**config.mk**
```make
export PLATFORM = sky130hd
export DESIGN_NAME = aes_ws_core
export DESIGN_NICKNAME = d
export VERILOG_FILES = /design/src/rtl/aes_ws_pkg.sv /design/src/rtl/aes_ws_sbox.sv /design/src/rtl/aes_ws_mixcol.sv /design/src/rtl/aes_ws_state.sv /design/src/rtl/aes_ws_ctrl.sv /design/src/rtl/aes_ws_core.sv
export SDC_FILE = /design/constraint.sdc
export NUM_CORES = 2
export LEC_CHECK = 0
export BUFFER_PORTS_ARGS = -buffer_cell sky130_fd_sc_hd__buf_2
export CAP_MARGIN = 20
export CELL_PAD_IN_SITES_DETAIL_PLACEMENT = 0
export CELL_PAD_IN_SITES_GLOBAL_PLACEMENT = 1
export CORE_UTILIZATION = 46
export DETAILED_ROUTE_END_ITERATION = 7
export PLACE_DENSITY = 0.8
export REMOVE_ABC_BUFFERS = 1
export SYNTH_ARGS = -nofsm -noshare
export SYNTH_HDL_FRONTEND = slang
export SYNTH_SLANG_ARGS = --single-unit
export TNS_END_PERCENT = 50
```
**constraint.sdc**
```tcl
create_clock -name clk_i -period 6.8 [get_ports clk_i]
set_clock_uncertainty 0.1 [all_clocks]
set_input_delay 0.34 -clock clk_i [delete_from_list [all_inputs] [get_ports clk_i]]
set_output_delay 0.34 -clock clk_i [all_outputs]
set_load 0.05 [all_outputs]
```
**src/rtl/aes_ws_pkg.sv**
```systemverilog
package aes_ws_pkg;

  localparam int unsigned BYTE_W   = 8;
  localparam int unsigned ROWS     = 4;
  localparam int unsigned WORD_W   = BYTE_W * ROWS;
  localparam int unsigned STEP_W   = $clog2(ROWS);
  localparam int unsigned NR_BASE  = 10;
  localparam int unsigned NR_STEP  = 2;
  localparam int unsigned RND_W    = $clog2(NR_BASE + 2 * NR_STEP + 1);

  typedef logic [BYTE_W-1:0] byte_t;
  typedef logic [WORD_W-1:0] word_t;

  typedef enum logic [1:0] {PH_IDLE, PH_LOAD, PH_ROUND, PH_DRAIN} phase_e;
  typedef enum logic [1:0] {SM_HOLD, SM_PUSH, SM_ROTATE, SM_RELOAD} st_mode_e;

  function automatic byte_t xtime(byte_t a);
    return {a[6:0], 1'b0} ^ (a[7] ? 8'h1b : 8'h00);
  endfunction

  function automatic byte_t gf_mul(byte_t a, byte_t b);
    byte_t acc;
    byte_t aa;
    acc = '0;
    aa  = a;
    for (int i = 0; i < BYTE_W; i++) begin
      if (b[i]) acc = acc ^ aa;
      aa = xtime(aa);
    end
    return acc;
  endfunction

  // a^254 by repeated squaring: product of a^2, a^4, ... a^128
  function automatic byte_t gf_inv(byte_t a);
    byte_t p;
    byte_t r;
    p = a;
    r = 8'h01;
    for (int i = 1; i < BYTE_W; i++) begin
      p = gf_mul(p, p);
      r = gf_mul(r, p);
    end
    return r;
  endfunction

  function automatic byte_t sub_byte(byte_t a);
    byte_t v;
    v = gf_inv(a);
    return v ^ {v[6:0], v[7]} ^ {v[5:0], v[7:6]} ^ {v[4:0], v[7:5]} ^
           {v[3:0], v[7:4]} ^ 8'h63;
  endfunction

endpackage

```
**src/rtl/aes_ws_sbox.sv**
```systemverilog
module aes_ws_sbox
  import aes_ws_pkg::*;
(
  input  byte_t in_i,
  output byte_t out_o
);

  assign out_o = sub_byte(in_i);

endmodule

```
**src/rtl/aes_ws_mixcol.sv**
```systemverilog
module aes_ws_mixcol
  import aes_ws_pkg::*;
(
  input  word_t col_i,
  input  logic  bypass_i,
  output word_t col_o
);

  byte_t a [ROWS];
  byte_t m [ROWS];

  for (genvar r = 0; r < ROWS; r++) begin : g_split
    assign a[r] = col_i[WORD_W-1-BYTE_W*r -: BYTE_W];
  end

  for (genvar r = 0; r < ROWS; r++) begin : g_mix
    assign m[r] = xtime(a[r]) ^ xtime(a[(r+1)%ROWS]) ^ a[(r+1)%ROWS] ^
                  a[(r+2)%ROWS] ^ a[(r+3)%ROWS];
    assign col_o[WORD_W-1-BYTE_W*r -: BYTE_W] = bypass_i ? a[r] : m[r];
  end

endmodule

```
**src/rtl/aes_ws_state.sv**
```systemverilog
module aes_ws_state
  import aes_ws_pkg::*;
(
  input  logic     clk_i,
  input  logic     rst_ni,
  input  st_mode_e mode_i,
  input  logic     out_en_i,
  input  logic     last_rnd_i,
  input  word_t    ld_word_i,
  input  word_t    rk_word_i,
  output word_t    head_o
);

  logic [ROWS-1:0][WORD_W-1:0] col_q, col_d;
  logic [ROWS-2:0][WORD_W-1:0] out_q, out_d;
  word_t tap, sub, mixed, res;
  logic  st_en;

  // diagonal read: row r taken from stage r
  for (genvar r = 0; r < ROWS; r++) begin : g_tap
    assign tap[WORD_W-1-BYTE_W*r -: BYTE_W] = col_q[r][WORD_W-1-BYTE_W*r -: BYTE_W];
    aes_ws_sbox u_sbox (
      .in_i  (tap[WORD_W-1-BYTE_W*r -: BYTE_W]),
      .out_o (sub[WORD_W-1-BYTE_W*r -: BYTE_W])
    );
  end

  aes_ws_mixcol u_mix (
    .col_i    (sub),
    .bypass_i (last_rnd_i),
    .col_o    (mixed)
  );

  assign res    = mixed ^ rk_word_i;
  assign head_o = col_q[0];
  assign st_en  = (mode_i != SM_HOLD);

  always_comb begin
    col_d = col_q;
    case (mode_i)
      SM_PUSH: begin
        for (int j = 0; j < ROWS - 1; j++) col_d[j] = col_q[j+1];
        col_d[ROWS-1] = ld_word_i;
      end
      SM_ROTATE: begin
        for (int j = 0; j < ROWS - 1; j++) col_d[j] = col_q[j+1];
        col_d[ROWS-1] = col_q[0];
      end
      SM_RELOAD: begin
        for (int j = 0; j < ROWS - 1; j++) col_d[j] = out_q[j];
        col_d[ROWS-1] = res;
      end
      default: ;
    endcase
  end

  always_comb begin
    out_d = out_q;
    for (int j = 0; j < ROWS - 2; j++) out_d[j] = out_q[j+1];
    out_d[ROWS-2] = res;
  end

  always_ff @(posedge clk_i or negedge rst_ni) begin
    if (!rst_ni) begin
      col_q <= '0;
    end else if (st_en) begin
      col_q <= col_d;
    end
  end

  always_ff @(posedge clk_i or negedge rst_ni) begin
    if (!rst_ni) begin
      out_q <= '0;
    end else if (out_en_i) begin
      out_q <= out_d;
    end
  end


  idle_quiet_chk: assert property (@(posedge clk_i) disable iff (!rst_ni)
    (mode_i == SM_HOLD) |=> $stable(col_q));


  hold_off_chk: assert property (@(posedge clk_i) disable iff (!rst_ni)
    (mode_i == SM_PUSH) |=> $stable(out_q));

endmodule

```
**src/rtl/aes_ws_ctrl.sv**
```systemverilog
module aes_ws_ctrl
  import aes_ws_pkg::*;
(
  input  logic       clk_i,
  input  logic       rst_ni,
  input  logic       start_i,
  input  logic [1:0] key_size_i,
  input  logic       ld_valid_i,
  output st_mode_e   mode_o,
  output logic       out_en_o,
  output logic       last_rnd_o,
  output logic       busy_o,
  output logic       ct_valid_o,
  output logic       done_o
);

  localparam logic [STEP_W-1:0] STEP_LAST = STEP_W'(ROWS - 1);

  phase_e             phase_q, phase_d;
  logic [STEP_W-1:0]  step_q, step_d;
  logic [RND_W-1:0]   rnd_q, rnd_d;
  logic [RND_W-1:0]   nr_q, nr_d, nr_sel;

  always_comb begin
    case (key_size_i)
      2'b00:   nr_sel = RND_W'(NR_BASE);
      2'b01:   nr_sel = RND_W'(NR_BASE + NR_STEP);
      default: nr_sel = RND_W'(NR_BASE + 2 * NR_STEP);
    endcase
  end

  always_comb begin
    phase_d  = phase_q;
    step_d   = step_q;
    rnd_d    = rnd_q;
    nr_d     = nr_q;
    mode_o   = SM_HOLD;
    out_en_o = 1'b0;
    case (phase_q)
      PH_IDLE: begin
        if (start_i) begin
          phase_d = PH_LOAD;
          step_d  = '0;
          rnd_d   = RND_W'(1);
          nr_d    = nr_sel;
        end
      end
      PH_LOAD: begin
        if (ld_valid_i) begin
          mode_o = SM_PUSH;
          step_d = step_q + 1'b1;
          if (step_q == STEP_LAST) phase_d = PH_ROUND;
        end
      end
      PH_ROUND: begin
        step_d = step_q + 1'b1;
        if (step_q == STEP_LAST) begin
          mode_o = SM_RELOAD;
          if (rnd_q == nr_q) phase_d = PH_DRAIN;
          else               rnd_d   = rnd_q + 1'b1;
        end else begin
          mode_o   = SM_ROTATE;
          out_en_o = 1'b1;
        end
      end
      PH_DRAIN: begin
        mode_o = SM_ROTATE;
        step_d = step_q + 1'b1;
        if (step_q == STEP_LAST) phase_d = PH_IDLE;
      end
      default: phase_d = PH_IDLE;
    endcase
  end

  always_ff @(posedge clk_i or negedge rst_ni) begin
    if (!rst_ni) begin
      phase_q <= PH_IDLE;
      step_q  <= '0;
      rnd_q   <= '0;
      nr_q    <= '0;
    end else begin
      phase_q <= phase_d;
      step_q  <= step_d;
      rnd_q   <= rnd_d;
      nr_q    <= nr_d;
    end
  end

  assign last_rnd_o = (phase_q == PH_ROUND) && (rnd_q == nr_q);
  assign busy_o     = (phase_q != PH_IDLE);
  assign ct_valid_o = (phase_q == PH_DRAIN);
  assign done_o     = ct_valid_o && (step_q == STEP_LAST);


  ld_gap_chk: assert property (@(posedge clk_i) disable iff (!rst_ni)
    (phase_q == PH_LOAD && !ld_valid_i) |=> (phase_q == PH_LOAD && $stable(step_q)));


  rnd_bound_chk: assert property (@(posedge clk_i) disable iff (!rst_ni)
    (phase_q == PH_ROUND) |-> (rnd_q != '0 && rnd_q <= nr_q));


  nr_keep_chk: assert property (@(posedge clk_i) disable iff (!rst_ni)
    busy_o |=> $stable(nr_q));


  done_valid_chk: assert property (@(posedge clk_i) disable iff (!rst_ni)
    done_o |-> ct_valid_o);


  valid_end_chk: assert property (@(posedge clk_i) disable iff (!rst_ni)
    $fell(ct_valid_o) |-> $past(done_o));


  done_idle_chk: assert property (@(posedge clk_i) disable iff (!rst_ni)
    done_o |=> !busy_o);

endmodule

```
**src/rtl/aes_ws_core.sv**
```systemverilog
module aes_ws_core
  import aes_ws_pkg::*;
(
  input  logic        clk_i,
  input  logic        rst_ni,
  input  logic        start_i,
  input  logic [1:0]  key_size_i,
  input  logic        ld_valid_i,
  input  logic [31:0] ld_text_i,
  input  logic [31:0] ld_key_i,
  input  logic [31:0] rk_word_i,
  output logic        busy_o,
  output logic        ct_valid_o,
  output logic        done_o,
  output logic [31:0] ct_word_o
);

  logic [1:0] rst_sync_q;
  logic       rst_n;
  st_mode_e   mode;
  logic       out_en, last_rnd;
  word_t      head;

  always_ff @(posedge clk_i or negedge rst_ni) begin
    if (!rst_ni) rst_sync_q <= '0;
    else         rst_sync_q <= {rst_sync_q[0], 1'b1};
  end
  assign rst_n = rst_sync_q[1];

  aes_ws_ctrl u_ctrl (
    .clk_i      (clk_i),
    .rst_ni     (rst_n),
    .start_i    (start_i),
    .key_size_i (key_size_i),
    .ld_valid_i (ld_valid_i),
    .mode_o     (mode),
    .out_en_o   (out_en),
    .last_rnd_o (last_rnd),
    .busy_o     (busy_o),
    .ct_valid_o (ct_valid_o),
    .done_o     (done_o)
  );

  aes_ws_state u_state (
    .clk_i      (clk_i),
    .rst_ni     (rst_n),
    .mode_i     (mode),
    .out_en_i   (out_en),
    .last_rnd_i (last_rnd),
    .ld_word_i  (ld_text_i ^ ld_key_i),
    .rk_word_i  (rk_word_i),
    .head_o     (head)
  );

  assign ct_word_o = ct_valid_o ? head : '0;


  valid_busy_chk: assert property (@(posedge clk_i) disable iff (!rst_n)
    ct_valid_o |-> busy_o);

endmodule

```
# ---- Word-level counts from Yosys, hierarchy flattened
# Cells that the tools add are included.
dict set report totals {
  reg_bits 238
  latch_bits 0
  mem_bits_rw 0
  rom_bits 0
  input_bits 102
  memories 0
}
dict set report classes {
  n_addsub 2
  n_mul 0
  n_div 0
  n_lt_le_gt_ge 0
  n_eq_ne 16
  n_shift 0
  muxes 842
  bitwise_logic 798
  n_reduce_logical 14
}
# cell n
set op_table {}
lappend op_table {{8-bit two-way mux} 424}
lappend op_table {{8-bit XOR} 396}
lappend op_table {{8-bit by 5-bit XOR with 8-bit output} 368}
lappend op_table {{5-bit two-way mux} 372}
lappend op_table {{128-bit case mux with 3 select lines} 1}
lappend op_table {{32-bit XOR} 2}
lappend op_table {{32-bit two-way mux} 1}
lappend op_table {{4-bit two-way mux} 7}
lappend op_table {{7-bit two-way mux} 4}
lappend op_table {{1-bit NOT (first input constant)} 28}
lappend op_table {{2-bit two-way mux} 12}
lappend op_table {{6-bit two-way mux} 4}
lappend op_table {{4-bit NOT} 4}
lappend op_table {{3-bit two-way mux} 4}
lappend op_table {{2-bit case mux with 3 select lines} 2}
lappend op_table {{2-bit equality test (second input constant)} 5}
lappend op_table {{1-bit two-way mux} 8}
lappend op_table {{2-bit by 1-bit != test with 1-bit output (second input constant)} 4}
lappend op_table {{2-bit case mux with 4 select lines} 1}
lappend op_table {{4-bit case mux with 2 select lines} 1}
lappend op_table {{2-bit by 1-bit equality test with 1-bit output (second input constant)} 3}
lappend op_table {{2-bit != test (second input constant)} 3}
lappend op_table {{3-bit case mux with 2 select lines} 1}
lappend op_table {{2-bit AND reduction} 3}
lappend op_table {{other kinds (10)} 14}

# ---- Longest topological paths before layout
dict set report logic_depth {
  depth_word 140
  mapped_depth 74
  mapped_depth_nobuf 63
}

# ---- Hierarchy
# A second synthesis with hierarchy kept.
dict set report hier_totals {
  hier_cells 8846
  hier_area_um2 74926.9
}
# mod n_inst cells_each area_each_um2
set modules_own_cells {}
lappend modules_own_cells {aes_ws_sbox 4 1942 15220.8}
lappend modules_own_cells {aes_ws_state 1 754 11379.7}
lappend modules_own_cells {aes_ws_mixcol 1 184 1362.6}
lappend modules_own_cells {aes_ws_ctrl 1 70 711.9}
lappend modules_own_cells {aes_ws_core 1 70 589.3}

# ---- Worst setup path before layout
# No wires, ideal clock.
dict set report synth_path {
  kind {register to register}
  from {reg u_state.col_q[102] (netlist bit)}
  to {reg u_state.col_q[106] (netlist bit)}
  setup_time_ns 0.118
  arrival_ns 16.968
  required_ns 6.582
  path_slack_ns -10.386
  path_stages_with_launch 71
  path_buffers 10
  period_less_slack_ns 17.186
  cell_sequence {dfrtp_1 > buf_2 > buf_2 > xor2_1 > xor2_1 > inv_2 > clkbuf_1 > clkbuf_1 > ha_1 > clkbuf_1 > clkinv_1 > xnor3_1 > o221ai_1 > xnor2_2 > xor2_2 > inv_2 > buf_2 > ha_1 > [35 not listed] > nor4_1 > a21oi_1 > nor4_1 > xnor2_1 > a21oi_1 > xnor2_1 > nor2b_1 > xnor3_1 > xnor2_1 > xnor2_1 > xnor2_1 > xnor2_1 > xor3_1 > xnor2_1 > mux2i_1 > xor2_1 > a21oi_1 > a21o_1}
}
dict set report synth_via {
  elab_chain_cells 137
  elab_cells_between_ends 394
}
# element line_no
set synth_rtl {}
lappend synth_rtl {{start: declaration} aes_ws_state.sv:14} ;# logic [ROWS-1:0][WORD_W-1:0] col_q, col_d;
lappend synth_rtl {{start signal: assignment} aes_ws_state.sv:67} ;# col_q <= col_d;
lappend synth_rtl {{8-bit by 5-bit XOR with 8-bit output} aes_ws_pkg.sv:18} ;# return {a[6:0], 1'b0} ^ (a[7] ? 8'h1b : 8'h00);
lappend synth_rtl {{8-bit XOR} aes_ws_pkg.sv:27} ;# if (b[i]) acc = acc ^ aa;
lappend synth_rtl {{8-bit two-way mux} aes_ws_pkg.sv:27}
lappend synth_rtl {{8-bit XOR} aes_ws_pkg.sv:27}
lappend synth_rtl {{8-bit two-way mux} aes_ws_pkg.sv:27}
lappend synth_rtl {{8-bit XOR} aes_ws_pkg.sv:27}
lappend synth_rtl {{8-bit two-way mux} aes_ws_pkg.sv:27}
lappend synth_rtl {{8-bit XOR} aes_ws_pkg.sv:27}
lappend synth_rtl {{[120 not listed]} --}
lappend synth_rtl {{4-bit NOT (no line)} --}
lappend synth_rtl {{8-bit by 5-bit XOR with 8-bit output} aes_ws_pkg.sv:18}
lappend synth_rtl {{8-bit XOR} aes_ws_mixcol.sv:17} ;# assign m[r] = xtime(a[r]) ^ xtime(a[(r+1)%ROWS]) ^ a[(r+1)%ROWS] ^
lappend synth_rtl {{8-bit XOR (*) (2 in a row)} aes_ws_mixcol.sv:17}
lappend synth_rtl {{8-bit XOR (*)} aes_ws_mixcol.sv:18} ;# a[(r+2)%ROWS] ^ a[(r+3)%ROWS];
lappend synth_rtl {{8-bit two-way mux (*)} aes_ws_mixcol.sv:19} ;# assign col_o[WORD_W-1-BYTE_W*r -: BYTE_W] = bypass_i ? a[r] : m[r];
lappend synth_rtl {{32-bit XOR (*)} aes_ws_state.sv:34} ;# assign res = mixed ^ rk_word_i;
lappend synth_rtl {{128-bit case mux with 3 select lines (*)} aes_ws_state.sv:40} ;# case (mode_i)
# Mark *: on every way between the ends. The rest lies on a longest branch, timed or not.
# A chain may end at the register's enable or synchronous reset.

# ---- Worst setup path in the final report
dict set report layout_path {
  from {reg u_state.col_q, in the netlist u_state.head_o[24]}
  to {reg u_state.col_q[122] (netlist bit)}
}
dict set report layout_via {
  elab_chain_cells 137
  elab_cells_between_ends 391
}
# element line_no
set layout_rtl {}
lappend layout_rtl {{8-bit two-way mux} aes_ws_pkg.sv:27}
lappend layout_rtl {{8-bit XOR} aes_ws_pkg.sv:27}
lappend layout_rtl {{8-bit two-way mux} aes_ws_pkg.sv:27}
lappend layout_rtl {{8-bit XOR} aes_ws_pkg.sv:27}
lappend layout_rtl {{8-bit two-way mux} aes_ws_pkg.sv:27}
lappend layout_rtl {{8-bit XOR} aes_ws_pkg.sv:27}
lappend layout_rtl {{8-bit two-way mux} aes_ws_pkg.sv:27}
lappend layout_rtl {{8-bit XOR} aes_ws_pkg.sv:27}
lappend layout_rtl {{[119 not listed]} --}
lappend layout_rtl {{8-bit XOR (*)} aes_ws_pkg.sv:49} ;# return v ^ {v[6:0], v[7]} ^ {v[5:0], v[7:6]} ^ {v[4:0], v[7:5]} ^
lappend layout_rtl {{4-bit NOT (no line)} --}
lappend layout_rtl {{8-bit by 5-bit XOR with 8-bit output} --}
lappend layout_rtl {{8-bit XOR (3 in a row)} aes_ws_mixcol.sv:17}
lappend layout_rtl {{8-bit XOR} aes_ws_mixcol.sv:18}
lappend layout_rtl {{8-bit two-way mux (*)} aes_ws_mixcol.sv:19}
lappend layout_rtl {{32-bit XOR (*)} aes_ws_state.sv:34}
lappend layout_rtl {{128-bit case mux with 3 select lines (*)} aes_ws_state.sv:40}
# Marked as above.

==> flow_metrics.env <==
export IMPL_slowest_stage="xnor3_2"
export IMPL_grt_pass1_wl_mm=431
export IMPL_die_w_um=401
export IMPL_place_gp_congestion=0.975
export IMPL_hold_path_class="in2reg"
export IMPL_dieHeight_um=401
export IMPL_syn_cell_area_um2=73400
export IMPL_layout_drive_gt1_share_pct=39.3
export IMPL_drt_iter0_markers=7090
export IMPL_worst_path_stages=73
export IMPL_cpMostUsedCell="buf_4"
export IMPL_rsz0062_at_grt="true"
export IMPL_r2r_setup_slack_ns=-8.57
export IMPL_cts_htree_levels=1
export IMPL_worstMarginPinSlew_ns=1.07
export IMPL_core_area_um2=158000
export IMPL_max_cap_violations=0
export IMPL_worstHoldPathCells=3
export IMPL_regArea_um2=5940
export IMPL_wl_met1_mm=120
export IMPL_clk_pin_slew_ns=0.07
export IMPL_cts_sinks=237
export IMPL_yosysTopAreaCell="xnor2_1"
export IMPL_synth_cells=9498
export IMPL_critPathBufInv=21
export IMPL_max_freq_ghz=0.0651
export IMPL_dr_pass1_iters=8
export IMPL_synthTopCellsByArea="xnor2_1, xnor3_1, dfrtp_1, nor2_1, xor2_1"
export IMPL_cts_tree="done"
export IMPL_synth_ff_type="dfrtp_1"
export IMPL_timing_slew_headroom_pct=28.7
export IMPL_dp_cells=13700
export IMPL_period_share_pct=226
export IMPL_min_period_ns=15.37
export IMPL_route_met3_wl_mm=18.0
export IMPL_ys_types=125
export IMPL_yosys_warnings=0
export IMPL_layout_cells_non_filler=14300
export IMPL_utilization_pct=68.1
export IMPL_wire_per_inst_um=19.3
export IMPL_crit_path_end_kind="flip-flop"
export IMPL_critPathArrivalTime_ns=15.74
export IMPL_hold_viol=0
export IMPL_outcome="finished, violations left"
export IMPL_ctsRootBufferMaster="clkbuf_16"
export IMPL_top_layer="met5"
export IMPL_areaGrowthSynthToFinish_pct=47.0
export IMPL_hpwl_mm=201
export IMPL_dieArea_um2=161000
export IMPL_clockBufferDepth=3
export IMPL_max_stage_delay_ns=0.51
export IMPL_grt_usage_pct=32.3
export IMPL_synth_seq_cells=237
export IMPL_num_io_pins=137
export IMPL_worstSetupEndpoint="u_state.col_q[122]$_DFFE_PN0P_"
export IMPL_routed_wl_mm=276
export IMPL_synthArstFlopShare_pct=100
export IMPL_path_class="reg2reg"
export IMPL_slew_violations=0
export IMPL_start_util_pct=46.3
export IMPL_yosysTopAreaCellShare_pct=19.7
export IMPL_antenna_found_initial=7
export IMPL_synth_edff_count=0
export IMPL_seq_area_frac_synth_pct=8.08
export IMPL_reg2reg_to="u_state.col_q[122]$_DFFE_PN0P_"
export IMPL_violations="setup timing"
export IMPL_ff2ff_path_depth=73
export IMPL_required_ns=7.17
export IMPL_cts_made_buffers=25
export IMPL_synth_area_per_cell_um2=7.72
export IMPL_port_buffers=136
export IMPL_startpoint_type="flip-flop"
export IMPL_crit_path_start="u_state.head_o[24]$_DFFE_PN0P_"
export IMPL_vias_per_cell=5.68
export IMPL_r2r_start="u_state.head_o[24]$_DFFE_PN0P_"
export IMPL_crit_fanout=8
export IMPL_fin_nets=12400
export IMPL_setup_viol=64
export IMPL_num_fill_cells=12600
export IMPL_grt_overflow=0
export IMPL_drc=0
export IMPL_routed_via_count=81300
export IMPL_multiInputGateArea_um2=71400
export IMPL_wl_met2_mm=130
export IMPL_grt_start_max_net_pins=121
export IMPL_placementRows=146
export IMPL_grt_pass1_vias=79700
export IMPL_crit_family="XOR/XNOR gates"
export IMPL_fin_ws_ns=-8.57
export IMPL_clk_latency_ns=0.58
export IMPL_antenna_left=0
[cell usage after synthesis, types with 42 or more instances]
cell type / count
a211oi_1: 88
a21o_1: 60
a21oi_1: 597
a22oi_1: 58
a31oi_1: 65
and2_1: 106
and3_1: 60
buf_1: 56
buf_2: 168
buf_4: 49
clkbuf_1: 396
dfrtp_1: 237
inv_1: 67
mux2_2: 118
mux2i_1: 344
nand2_1: 888
nand2b_1: 63
nand3_1: 185
nand4_1: 42
nor2_1: 1304
nor2b_1: 48
nor3_1: 254
nor4_1: 44
o211ai_1: 95
o21ai_0: 428
o221ai_1: 45
o22ai_1: 115
or3_1: 52
xnor2_1: 1647
xnor2_2: 114
xnor3_1: 326
xor2_1: 499
[what timing repair did]
action | CTS | global route
resized for setup | 1109 | 342
setup buffers | 394 | 130
cloned | 8 | 0
endpoints found under the hold margin | 10 | 1
endpoints found under the setup margin | 64 | 64
hold buffers | 11 | 1
pin swaps | 624 | 219
[cell families after synthesis]
kind of cell / after synthesis / share of synthesized area [%]
xor gates and xnor gates: 2728 / 42.5
and+or+nand+nor: 3181 / 19.2
buffers and inverters: 782 / 4.66
muxes: 466 / 6.59
DFF: 237 / 8.08
other: 1 / 0.00511
AOI/OAI and AO/OA: 2068 / 18.4
adders and majority gates: 35 / 0.597
[worst min-delay path by stage]
stage	start	endpoint	slack [ns]
3_5_place_dp	rst_ni	rst_sync_q[0]$_DFF_PN0_	0.03
4_1_cts	rk_word_i[2]	u_state.out_d[34]$_DFFE_PN0P_	0.003
2_1_floorplan	rst_ni	rst_sync_q[0]$_DFF_PN0_	-0.06
5_1_grt	rk_word_i[29]	u_state.out_d[61]$_DFFE_PN0P_	0.03
6_report	rk_word_i[24]	u_state.out_d[56]$_DFFE_PN0P_	0.02
3_3_place_gp	rst_ni	rst_sync_q[0]$_DFF_PN0_	0.02
[layer usage]
metal | track usage [%] | vias up
met5 | 0 | -
met4 | 8.44 | 6
met3 | 3.07 | 526
met2 | 54.0 | 3049
met1 | 44.5 | 39300
li1 | - | 38500
[state kept, by name, summed over array words and instances, names as in the netlist]
signal,cells
rst_sync_q,2
u_ctrl.nr_q,3
u_ctrl.phase_q,2
u_ctrl.rnd_q,4
u_ctrl.step_q,2
u_state.col_q,96
u_state.head_o,32
u_state.out_d,64
u_state.out_q,32
[stage by stage]
step | cell area, µm² | setup WS, ns | hold WS [ns] | setup TNS (ns)
2_1_floorplan | 70300 | -13.82 | -0.0556 | -1224.49
3_3_place_gp | 94900 | -9.33 | 0.0242 | -574.27
3_5_place_dp | 94900 | -9.63 | 0.0263 | -592.27
4_1_cts | 105000 | -8.03 | 0.00309 | -503.91
5_1_grt | 108000 | -9.21 | 0.0252 | -570.53
6_report | 108000 | -8.57 | 0.0182 | -532.54
[area by class of cell]
class                   count  share of cell area, %
well taps                2072                   2.40
diodes                      3                0.00696
repair buffers           3369                   24.7
multi-input cells        8480                   66.2
inverters                 101                  0.363
flip-flops and latches    237                   5.51
clock inverters            14                  0.175
clock buffers              31                  0.619
[placed cells by master, fill, tap and decap left out, types with 39 or more instances in the layout]
cell type  Yosys  layout
xnor2_1     1647    1328
buf_12         0      64
a211oi_1      88      70
and3_1        60      49
buf_4         49    2950
nor3_1       254     222
a22oi_1       58      51
and2_1       106      97
a31oi_1       65      57
mux2i_1      344     322
buf_2        168     140
a21o_1        60      60
xor2_1       499     387
mux2_2       118     110
nor2b_1       48      42
nand2_1      888     871
o21ai_0      428     363
buf_6         12     186
nand3_1      185     180
nand4_1       42      42
nor2_2         6      39
xnor2_2      114     360
xor2_2        41     114
xnor3_1      326     243
o22ai_1      115     102
o211ai_1      95      95
inv_1         67      63
a21oi_2        2      58
nand2b_1      63      55
or3_1         52      42
a21oi_1      597     535
xnor2_4       22      96
dfrtp_1      237     229
xor2_4         5      44
o221ai_1      45      39
nor2_1      1304    1251
xnor3_2       30     113
o21ai_1       32      80
[tightest hold or removal path: stages]
cell and delay [ns]:
buf_2 0.12, xnor2_1 0.09, o21ai_1 0.11
Power is left out: the tool's default activity adds up to more than one toggle a clock period on the data nets, which glitch-free logic cannot reach.
